[config.mk]
export PLATFORM = sky130hd
export DESIGN_NAME = stop_mode_ctrl
export DESIGN_NICKNAME = d
export VERILOG_FILES = /design/src/rtl/stopctl_pkg.sv /design/src/rtl/stopctl_pin_sync.sv /design/src/rtl/stopctl_warm_timer.sv /design/src/rtl/stop_mode_ctrl.sv
export SDC_FILE = /design/constraint.sdc
export NUM_CORES = 1
export LEC_CHECK = 0
export BUFFER_PORTS_ARGS = -buffer_cell sky130_fd_sc_hd__buf_2
export CORE_AREA = 2 2 39 41
export CTS_CLUSTER_DIAMETER = 60
export DETAILED_ROUTE_END_ITERATION = 12
export DIE_AREA = 0 0 41 43
export MAX_ROUTING_LAYER = met4
export SLEW_MARGIN = 40
export SYNTH_ARGS = -nofsm -noshare
export SYNTH_HDL_FRONTEND = slang
export SYNTH_SLANG_ARGS = --single-unit
[constraint.sdc]
create_clock -name clk -period 2.25 [get_ports clk]
set_input_delay 0.3375 -clock clk [delete_from_list [all_inputs] [get_ports clk]]
set_output_delay 0.3375 -clock clk [all_outputs]
set_load 0.1 [all_outputs]
[src/rtl/stopctl_pkg.sv]
// Shared definitions for the halt sequencer: state codes and control-word
// bit positions. Assumes the control word is at least 8 bits wide.
package stopctl_pkg;
    typedef enum logic [1:0] {
        ST_IDLE = 2'd0,
        ST_HALT = 2'd1,
        ST_WARM = 2'd2
    } halt_state_e;

    localparam int REQ_BIT = 7;   // sleep request
    localparam int SEL_BIT = 5;   // 1: level wake-up, 0: edge wake-up
endpackage

[src/rtl/stopctl_pin_sync.sv]
// Two-flop synchronizer for the wake pin, with edge detection.
// Assumes clk is the always-on slow clock; reset clears all stages to 0.
module stopctl_pin_sync (
    input  logic clk,
    input  logic rst_n,
    input  logic pin_raw,
    output logic pin_lvl,
    output logic pin_rise,
    output logic pin_fall,
    output logic pin_chg
);
    logic meta_q, sync_q, prev_q;

    // Shift the pin through two stages and keep one earlier sample.
    always_ff @(posedge clk) begin
        if (!rst_n) begin
            meta_q <= 1'b0;
            sync_q <= 1'b0;
            prev_q <= 1'b0;
        end else begin
            meta_q <= pin_raw;
            sync_q <= meta_q;
            prev_q <= sync_q;
        end
    end

    // Decode level and edges from the synchronized stage.
    always_comb begin
        pin_lvl  = sync_q;
        pin_rise = sync_q & ~prev_q;
        pin_fall = ~sync_q & prev_q;
        pin_chg  = sync_q ^ prev_q;
    end
endmodule

[src/rtl/stopctl_warm_timer.sv]
// Warm-up interval counter: while run is high it counts up from zero, and
// done is high in the final cycle of 2**BITS. Assumes run stays high until
// done has been seen; the count returns to zero whenever run is low.
module stopctl_warm_timer #(
    parameter int BITS = 4
) (
    input  logic clk,
    input  logic rst_n,
    input  logic run,
    output logic done
);
    localparam logic [BITS-1:0] LAST = {BITS{1'b1}};

    logic [BITS-1:0] cnt_q;

    // Count during warm-up, hold zero otherwise.
    always_ff @(posedge clk) begin
        if (!rst_n || !run) cnt_q <= '0;
        else                cnt_q <= cnt_q + 1'b1;
    end

    // Flag the last cycle of the interval.
    always_comb done = run && (cnt_q == LAST);

    // the count never runs past the last value while running.
    a_r7_no_wrap: assert property (@(posedge clk) disable iff (!rst_n)
        (run && cnt_q == LAST) |=> (cnt_q == '0));
endmodule

[src/rtl/stop_mode_ctrl.sv]
// Halt sequencer top. It accepts a sleep request from a control-word write,
// gates the oscillator, clears the timing generator, watches the shared pin
// for a level or edge wake-up, runs warm-up and keeps the interrupt latch.
// Assumes clk keeps running while the main oscillator is off.
module stop_mode_ctrl #(
    parameter int DATA_W    = 8,
    parameter int WARM_BITS = 4
) (
    input  logic              clk,
    input  logic              rst_n,
    input  logic              wr_en,
    input  logic [DATA_W-1:0] wr_data,
    input  logic              stop_pin,
    input  logic              int_ack,
    output logic              osc_en,
    output logic              tg_clear,
    output logic              ready,
    output logic              stop_flag,
    output logic [1:0]        status,
    output logic              int_latch
);
    import stopctl_pkg::*;

    halt_state_e state_q, state_d;
    logic        lvl_mode_q;
    logic        clr_q;
    logic        latch_q;
    logic        pin_lvl, pin_rise, pin_fall, pin_chg;
    logic        warm_done;
    logic        req, req_lvl, wake, latch_set;

    stopctl_pin_sync u_sync (
        .clk      (clk),
        .rst_n    (rst_n),
        .pin_raw  (stop_pin),
        .pin_lvl  (pin_lvl),
        .pin_rise (pin_rise),
        .pin_fall (pin_fall),
        .pin_chg  (pin_chg)
    );

    stopctl_warm_timer #(.BITS(WARM_BITS)) u_warm (
        .clk   (clk),
        .rst_n (rst_n),
        .run   (state_q == ST_WARM),
        .done  (warm_done)
    );

    // Decode the request and the wake-up condition.
    always_comb begin
        req       = wr_en && wr_data[REQ_BIT];
        req_lvl   = wr_data[SEL_BIT];
        wake      = lvl_mode_q ? pin_lvl : pin_rise;
        latch_set = ((state_q != ST_IDLE) && pin_chg) || pin_fall;
    end

    // Next-state selection.
    always_comb begin
        state_d = state_q;
        unique case (state_q)
            ST_IDLE: if (req) state_d = (req_lvl && pin_lvl) ? ST_WARM : ST_HALT;
            ST_HALT: if (wake) state_d = ST_WARM;
            ST_WARM: if (warm_done) state_d = ST_IDLE;
            default: state_d = ST_IDLE;
        endcase
    end

    // State, wake-up mode capture and the entry clear pulse.
    always_ff @(posedge clk) begin
        if (!rst_n) begin
            state_q    <= ST_IDLE;
            lvl_mode_q <= 1'b0;
            clr_q      <= 1'b0;
        end else begin
            state_q <= state_d;
            clr_q   <= (state_q == ST_IDLE) && (state_d == ST_HALT);
            if (state_q == ST_IDLE && req) lvl_mode_q <= req_lvl;
        end
    end

    // Interrupt latch: a set event wins over an acknowledge.
    always_ff @(posedge clk) begin
        if (!rst_n)         latch_q <= 1'b0;
        else if (latch_set) latch_q <= 1'b1;
        else if (int_ack)   latch_q <= 1'b0;
    end

    // Drive the outputs from state.
    always_comb begin
        osc_en    = (state_q != ST_HALT);
        ready     = (state_q == ST_IDLE);
        stop_flag = (state_q != ST_IDLE);
        status    = state_q;
        tg_clear  = clr_q;
        int_latch = latch_q;
    end

    // the clear pulse appears only on the first halted cycle.
    a_r3_clear_on_entry: assert property (@(posedge clk) disable iff (!rst_n)
        tg_clear |-> (status == 2'd1 && $past(status) == 2'd0));
    // level mode with the pin already high skips the halted state.
    a_r5_direct_warm: assert property (@(posedge clk) disable iff (!rst_n)
        (state_q == ST_IDLE && req && req_lvl && pin_lvl) |=> (status == 2'd2 && osc_en));
    // edge mode stays halted without a rising edge.
    a_r6_edge_hold: assert property (@(posedge clk) disable iff (!rst_n)
        (state_q == ST_HALT && !lvl_mode_q && !pin_rise) |=> (status == 2'd1));
    // warm-up is not cut short.
    a_r7_warm_hold: assert property (@(posedge clk) disable iff (!rst_n)
        (state_q == ST_WARM && !warm_done) |=> (status == 2'd2 && !ready));
    // writes while busy never pulse the clear.
    a_r8_busy_write: assert property (@(posedge clk) disable iff (!rst_n)
        (state_q != ST_IDLE && wr_en) |=> !tg_clear);
    // pin activity while asleep or warming sets the latch.
    a_r9_latch_set: assert property (@(posedge clk) disable iff (!rst_n)
        (state_q != ST_IDLE && pin_chg) |=> int_latch);
    // set beats acknowledge in the same cycle.
    a_r11_set_wins: assert property (@(posedge clk) disable iff (!rst_n)
        (pin_fall && int_ack) |=> int_latch);
endmodule

### After elaboration in Yosys (flattened, before gate mapping)

Index checks and enable logic that the tools add are counted.

| word-level totals | value |
|---|---|
| register bits | 12 |
| input port bits | 13 |
| output and inout port bits | 7 |
| logic and storage cells | 40 |

| cells by class | value |
|---|---|
| $add $sub $neg | 1 |
| eq/ne operators | 5 |
| mux-type cells | 8 |
| bitwise logic cells | 5 |
| reduce and logical (&&, ||, !) cells | 13 |

Operators with widths:

| cell | number |
|---|---|
| two-way mux 2 bit | 4 |
| logical AND 1 bit | 6 |
| one-hot mux 2 bit (3 select lines) | 1 |
| adder 4 x 1 -> 4 bit (second input constant) | 1 |
| == test 2 x 1 -> 1 bit (second input constant) | 2 |
| == test 4 bit (second input constant) | 1 |
| nonzero test 2 bit | 2 |
| two-way mux 1 bit | 3 |
| bitwise AND 1 bit | 2 |
| == test 2 bit (second input constant) | 1 |
| logical NOT 1 bit | 2 |
| logical NOT 2 bit | 1 |
| logical OR 1 bit | 2 |
| inequality test 2 x 1 -> 1 bit (second input constant) | 1 |
| NOT 1 bit | 2 |
| bitwise XOR 1 bit | 1 |

### Longest topological paths before layout

Gate-level depths: netlist (run 1).

| depth | value |
|---|---|
| word-level depth | 7 |
| mapped depth | 5 |
| depth with buffers taken out | 5 |

### Modules after synthesis

A second synthesis (run 1) with hierarchy kept.

| second synthesis, totals | value |
|---|---|
| cell total of the unflattened synthesis | 54 |
| area, all modules | 520.5 um2 |

Modules (own cells, without submodules):

| module | times used | cells an instance | area each (um2) | sequential area each (um2) |
|---|---|---|---|---|
| stop_mode_ctrl | 1 | 28 | 249.0 | 100.1 |
| stopctl_warm_timer | 1 | 15 | 156.4 | 80.1 |
| stopctl_pin_sync | 1 | 11 | 115.1 | 60.1 |

### Worst setup path before layout (run 1)

OpenSTA, ideal clock, no wires.

| path | value |
|---|---|
| path type | register to output |
| start | register state_q[0] (netlist: status[0]) |
| end | output stop_flag |
| data arrival time | 3,134 ps |
| data required time | 1,913 ps |
| setup slack | -1,222 ps |
| stages on the path, launching flop included | 3 |
| buffers on the path | 0 |
| cells stage by stage | dfxtp_1 -> nor2_1 -> inv_1 |

| on the way | value |
|---|---|
| cells in the longest elaborated chain, start to end | 1 |

Ends and longest elaborated chain:

| what | line | text |
|---|---|---|
| from (decl) | stop_mode_ctrl.sv:24 | `halt_state_e state_q, state_d;` |
| from (signal assigned) | stop_mode_ctrl.sv:75 | `state_q <= state_d;` |
| nonzero test 2 bit | stop_mode_ctrl.sv:92 | `stop_flag = (state_q != ST_IDLE);` |
| to (decl) | stop_mode_ctrl.sv:18 | `output logic stop_flag,` |

Every way passes these cells.

### Worst setup path after layout (run 1)

| path | value |
|---|---|
| start | register state_q[1] (netlist: status[1]) |
| end | output osc_en |

| on the way | value |
|---|---|
| cells in the longest elaborated chain, start to end | 1 |

Ends and longest elaborated chain:

| what | line | text |
|---|---|---|
| inequality test 2 x 1 -> 1 bit | stop_mode_ctrl.sv:90 | `osc_en = (state_q != ST_HALT);` |
| to (decl) | stop_mode_ctrl.sv:15 | `output logic osc_en,` |

Every way passes these cells.

==> impl_metrics.toml, run 1 <==
[critical_path]
rr_worst_depth = 4
crit_slowest_cell = "buf_2"
path_class = "reg2out"
path_buf_inv = 1
cp.depth = 2
path_max_fanout = 6
required_ps = 1910
crit_path_start_kind = "flop"
cp_top_family = "buffers and inverters"
end_kind = "output pin"
critPathArrivalTime_ps = 1230
worst_path_largest_cell_delay_ps = 420
cp_cell_sequence = "nand2b_2 -> buf_2"

[synthesis]
synth-compound-area-share_pct = 8.42
yosysWarnings = 0
synthSimpleGateAreaFrac_pct = 21.3
synthMuxAreaShare_pct = 4.21
synth_cell_types = 20
syn_area_per_cell_um2 = 9.70
synth_fa_ha_area_share_pct = 7.89
synth-xor-area-share_pct = 3.68
syn_nets = 65
ys_seq_area_share_pct = 50.5
synth-seq-cells = 12
syn-cell-area_um2 = 475
synth_cells = 49
synth_top_family_by_area = "simple AND/OR/NAND/NOR gates"

[finish]
mostFrequentLayoutCell = "buf_2"
nets = 83
design_area_um2 = 609
final_cell_mix = "buf_2 (13), dfxtp_1 (10), nor2_1 (8), inv_1 (5)"
syn_to_final_growth_pct = 28.2
diodes = 0
drive_gt1_share_pct = 33.3

[timing]
period_share_pct = 69.7
worst_pin_slew_ps = 486
slew_violations = 0
setup_tns_ps = 0
finalSetupViolCount = 0
fin_skew_ps = 6.99
hold_viol_final = 0
fmax_ghz = 0.638
rsz0062_at_grt = "no"
maxSlewHeadroom_pct = 67.8
period_minus_slack_ps = 1570
fin_ws_ps = 682

[grt]
grtUsageTotal_pct = 11.5
overflow = 0
grt_max_degree = 8
grt_pass1_vias = 344
grt_pass1_wl_mm = 1.26
antenna_found_initial = 0

[route]
drc = 0
via_count = 385
first_iter_violations = 0
ant_nets = 0
routed_wl_um = 791
wl_per_cell_um = 9.65
drt_first_pass_iters = 1
vias_per_cell = 4.70

[flow_run]
cap_violations = 0

[placed_design]
hpwl_um = 632
place_area_um2 = 573
gp_congestion = 0.675
io_buffer_count = 13
pre_cts_slack_ps = 982

[die]
io_pins = 20
die-area_um2 = 1760
start_util_pct = 34.4
die_w_um = 41
std_cell_rows = 14
core_um2 = 1380
die_h_um = 43

[outcome]
status = "complete, no violations"

[cts]
cts-resized-gates = 0
cts_tree = "yes"
cts.clk_slew.worst_paths_ps = 80
cts_buffers = 3
holdBufCountCts = 0
cts_buffer_depth = 2
cts_root_buffer = "clkbuf_4"
post-cts-setup-buffers = 0
clkLatencyLatePin_ps = 280
clkSinkCount = 12
htree_levels = 1

[worst_hold_path]
hp-class = "in2reg"
whs_path_depth = 2

[power]
peakVddDrop_mv = 0.345
power_density_nw_per_um2 = 816
leakage_nw = 0.277
[registers in the layout, summed over array words and instances (netlist names)]
signal	cells
u_warm.cnt_q	4
lvl_mode_q	1
u_sync.meta_q	1
u_sync.prev_q	1
u_sync.pin_lvl	1
status	2
int_latch	1
tg_clear	1
[routing by layer]
layer / up-vias / wire length [µm] / track usage [%]
met1: 174 / 342 / 11.1
met2: 11 / 367 / 16.6
li1: 196 / - / -
met4: 0 / 12 / 6.00
met3: 4 / 68 / 7.85
met5: - / 0 / -
[through the flow]
| step | utilization (%) | hold WS (ps) | cells | total power [mW] |
|---|---|---|---|---|
| floorplan | - | 412 | 49 | 0.313 |
| global placement | 41.4 | 414 | 78 | 0.330 |
| detailed placement | 41.4 | 426 | 78 | 0.331 |
| CTS | 44.0 | 261 | 82 | 0.505 |
| global route | 44.0 | 272 | 82 | 0.519 |
| finish | 44.0 | 268 | 82 | 0.497 |
[synth_stat cells]
cell type	instances	area share, %
ha_1	3	7.9
and3_1	1	1.3
nand3b_1	1	1.6
nand3_1	1	1.1
dfxtp_1	12	51
and4bb_2	1	2.6
nor2b_1	1	1.3
o31a_1	1	1.8
xor2_1	1	1.8
xnor2_1	1	1.8
nor2_1	9	7.1
nand2b_1	1	1.3
a22oi_1	1	1.6
a211oi_1	1	1.6
and2_1	2	2.6
nand2_1	3	2.4
mux2i_1	2	4.2
o21bai_1	1	1.6
o32ai_1	1	1.8
inv_1	5	3.9
[cell type report]
cell class	instances	area (µm²)
multi-input combinational	32	226
inverter	5	18.8
sequential	12	243
fill	138	774
tap	16	20.0
timing repair buffer	13	65.1
clock buffer	4	36.3
[cells by family (layout without fill, tap and decap cells)]
family          after synthesis  count (layout)
buf+inv                       5              22
simple gates                 20              20
fa+ha+maj                     3               3
xor+xnor                      2               2
flops                        12              12
mux                           2               2
compound gates                5               5
[worst paths after layout]
path | startpoint | endpoint | slack [ps]
worst min register to register | u_sync.meta_q | u_sync.pin_lvl | 430
worst max register to register | u_sync.pin_lvl | int_latch | 1120
worst max-delay path | status[1] | osc_en | 680
worst min-delay path | stop_pin | u_sync.meta_q | 270
[where the power goes]
part	switching, mW	internal (mW)
Combinational	0.0786	0.0208
Clock	0.0734	0.0984
Sequential	0.00636	0.220
Note: power is estimated with default switching activity, not from simulation.
==> run 2: changes to the inputs <==
clock period = 1.6 ns   (was 2.25 ns; I/O delays follow)
==> impl_metrics.toml, run 2 (synthesis gave the netlist of run 1 again) <==
[critical_path]
cp_cell_sequence = "nor2_4 -> buf_2"
end_kind = "output pin"
crit_path_start_kind = "flop"
path_buf_inv = 1
critPathArrivalTime_ps = 1260
crit_slowest_cell = "buf_2"
path_max_fanout = 6
cp_top_family = "buffers and inverters"
required_ps = 1360
worst_path_largest_cell_delay_ps = 450
path_class = "reg2out"

[cts]
clkSinkCount = 12
cts_buffers = 3
cts_root_buffer = "clkbuf_4"
cts_buffer_depth = 2
cts.clk_slew.worst_paths_ps = 80
clkLatencyLatePin_ps = 270
htree_levels = 1
post-cts-setup-buffers = 0
cts_tree = "yes"
cts-resized-gates = 0
holdBufCountCts = 0

[die]
std_cell_rows = 14
die-area_um2 = 1760
start_util_pct = 34.4
core_um2 = 1380
io_pins = 20
die_h_um = 43
die_w_um = 41

[route]
ant_nets = 0
wl_per_cell_um = 9.50
first_iter_violations = 1
vias_per_cell = 4.63
drc = 0
via_count = 380
drt_first_pass_iters = 3
routed_wl_um = 779

[grt]
grtUsageTotal_pct = 11.3
grt_pass1_vias = 315
antenna_found_initial = 0
grt_pass1_wl_mm = 1.26
top_usage_layer = "met2"
overflow = 0
gr-usage-met1_pct = 12.1
use_met3_pct = 8.38
grt_use_met2_pct = 15.6
grt_max_degree = 8

[finish]
regMostFlops = "u_warm.cnt_q"
nets = 83
largest_reg_flops = 4
final_cell_mix = "buf_2 (13), dfxtp_1 (10), nor2_1 (8), inv_1 (4)"
syn_to_final_growth_pct = 27.9
fin_util_pct = 43.9
design_area_um2 = 608
drive_gt1_share_pct = 33.3
mostFrequentLayoutCell = "buf_2"
diodes = 0

[power]
peakVddDrop_mv = 0.544
power_density_nw_per_um2 = 1060
leakage_nw = 0.264

[outcome]
status = "complete, no violations"

[placed_design]
place_area_um2 = 582
gp_congestion = 0.645
hpwl_um = 587
io_buffer_count = 13

[timing]
finalSetupViolCount = 0
rsz0062_at_grt = "no"
period_minus_slack_ps = 1500
fmax_ghz = 0.665
hold_viol_final = 0
fin_skew_ps = 10.8
maxSlewHeadroom_pct = 68.0
period_share_pct = 93.9
worst_pin_slew_ps = 483
holdWs_ps = 179
slew_violations = 0

[worst_hold_path]
hp-class = "in2reg"

[flow_run]
cap_violations = 0
[run 2: changes by cell type in the layout (fill, tap and decap cells not counted), sizes merged]
cell | before | now
clkbuf | 4 | 3
inv | 5 | 4
clkinvlp | 0 | 1
clkinv | 0 | 1
[run 2: power breakdown]
part | internal, mW | switching (mW) | total, mW
combinational | 0.0293 | 0.112 | 0.141
sequential | 0.307 | 0.00898 | 0.316
clock | 0.0902 | 0.0949 | 0.185
[run 2: per-stage QoR]
stage	instances	power [mW]	worst slack (ps)	TNS [ps]
3_3_place_gp	78	0.464	398	0
6_report	82	0.642	97.2	0
4_1_cts	82	0.655	74.8	0
2_1_floorplan	49	0.439	-336	-336
3_5_place_dp	78	0.465	389	0
5_1_grt	82	0.679	32.2	0
[run 2: worst paths after layout]
kind / startpoint / endpoint / slack (ps) / cells past startpoint
max reg2reg: u_sync.pin_lvl / int_latch / 490 / 4
min: stop_pin / u_sync.meta_q / 180 / 2
max: status[1] / ready / 100 / 2
min reg2reg: u_sync.meta_q / u_sync.pin_lvl / 430 / 1
[run 2: layout make-up]
| type | count | area, µm² |
|---|---|---|
| clock buffers | 3 | 22.5 |
| clock inverters | 1 | 3.75 |
| fillers | 147 | 776 |
| inverters | 5 | 22.5 |
| multi-input cells | 32 | 226 |
| flip-flops and latches | 12 | 248 |
| well taps | 16 | 20.0 |
| repair buffers | 13 | 65.1 |
[run 2: per-layer routing]
| metal | part of all wire, % | up-vias |
|---|---|---|
| li1 | - | 196 |
| met1 | 44 | 167 |
| met2 | 43 | 15 |
| met3 | 12 | 2 |
| met4 | 0.51 | 0 |
| met5 | 0 | - |
[run 2: worst reg2reg max path, delay by kind of cell (launching register included)]
family / cells / cell delay [ps]
AOI/OAI and AO/OA: 1 / 260
adders and majority gates: 1 / 270
buffers and inverters: 1 / 70
DFF: 1 / 370
and+or+nand+nor: 1 / 40
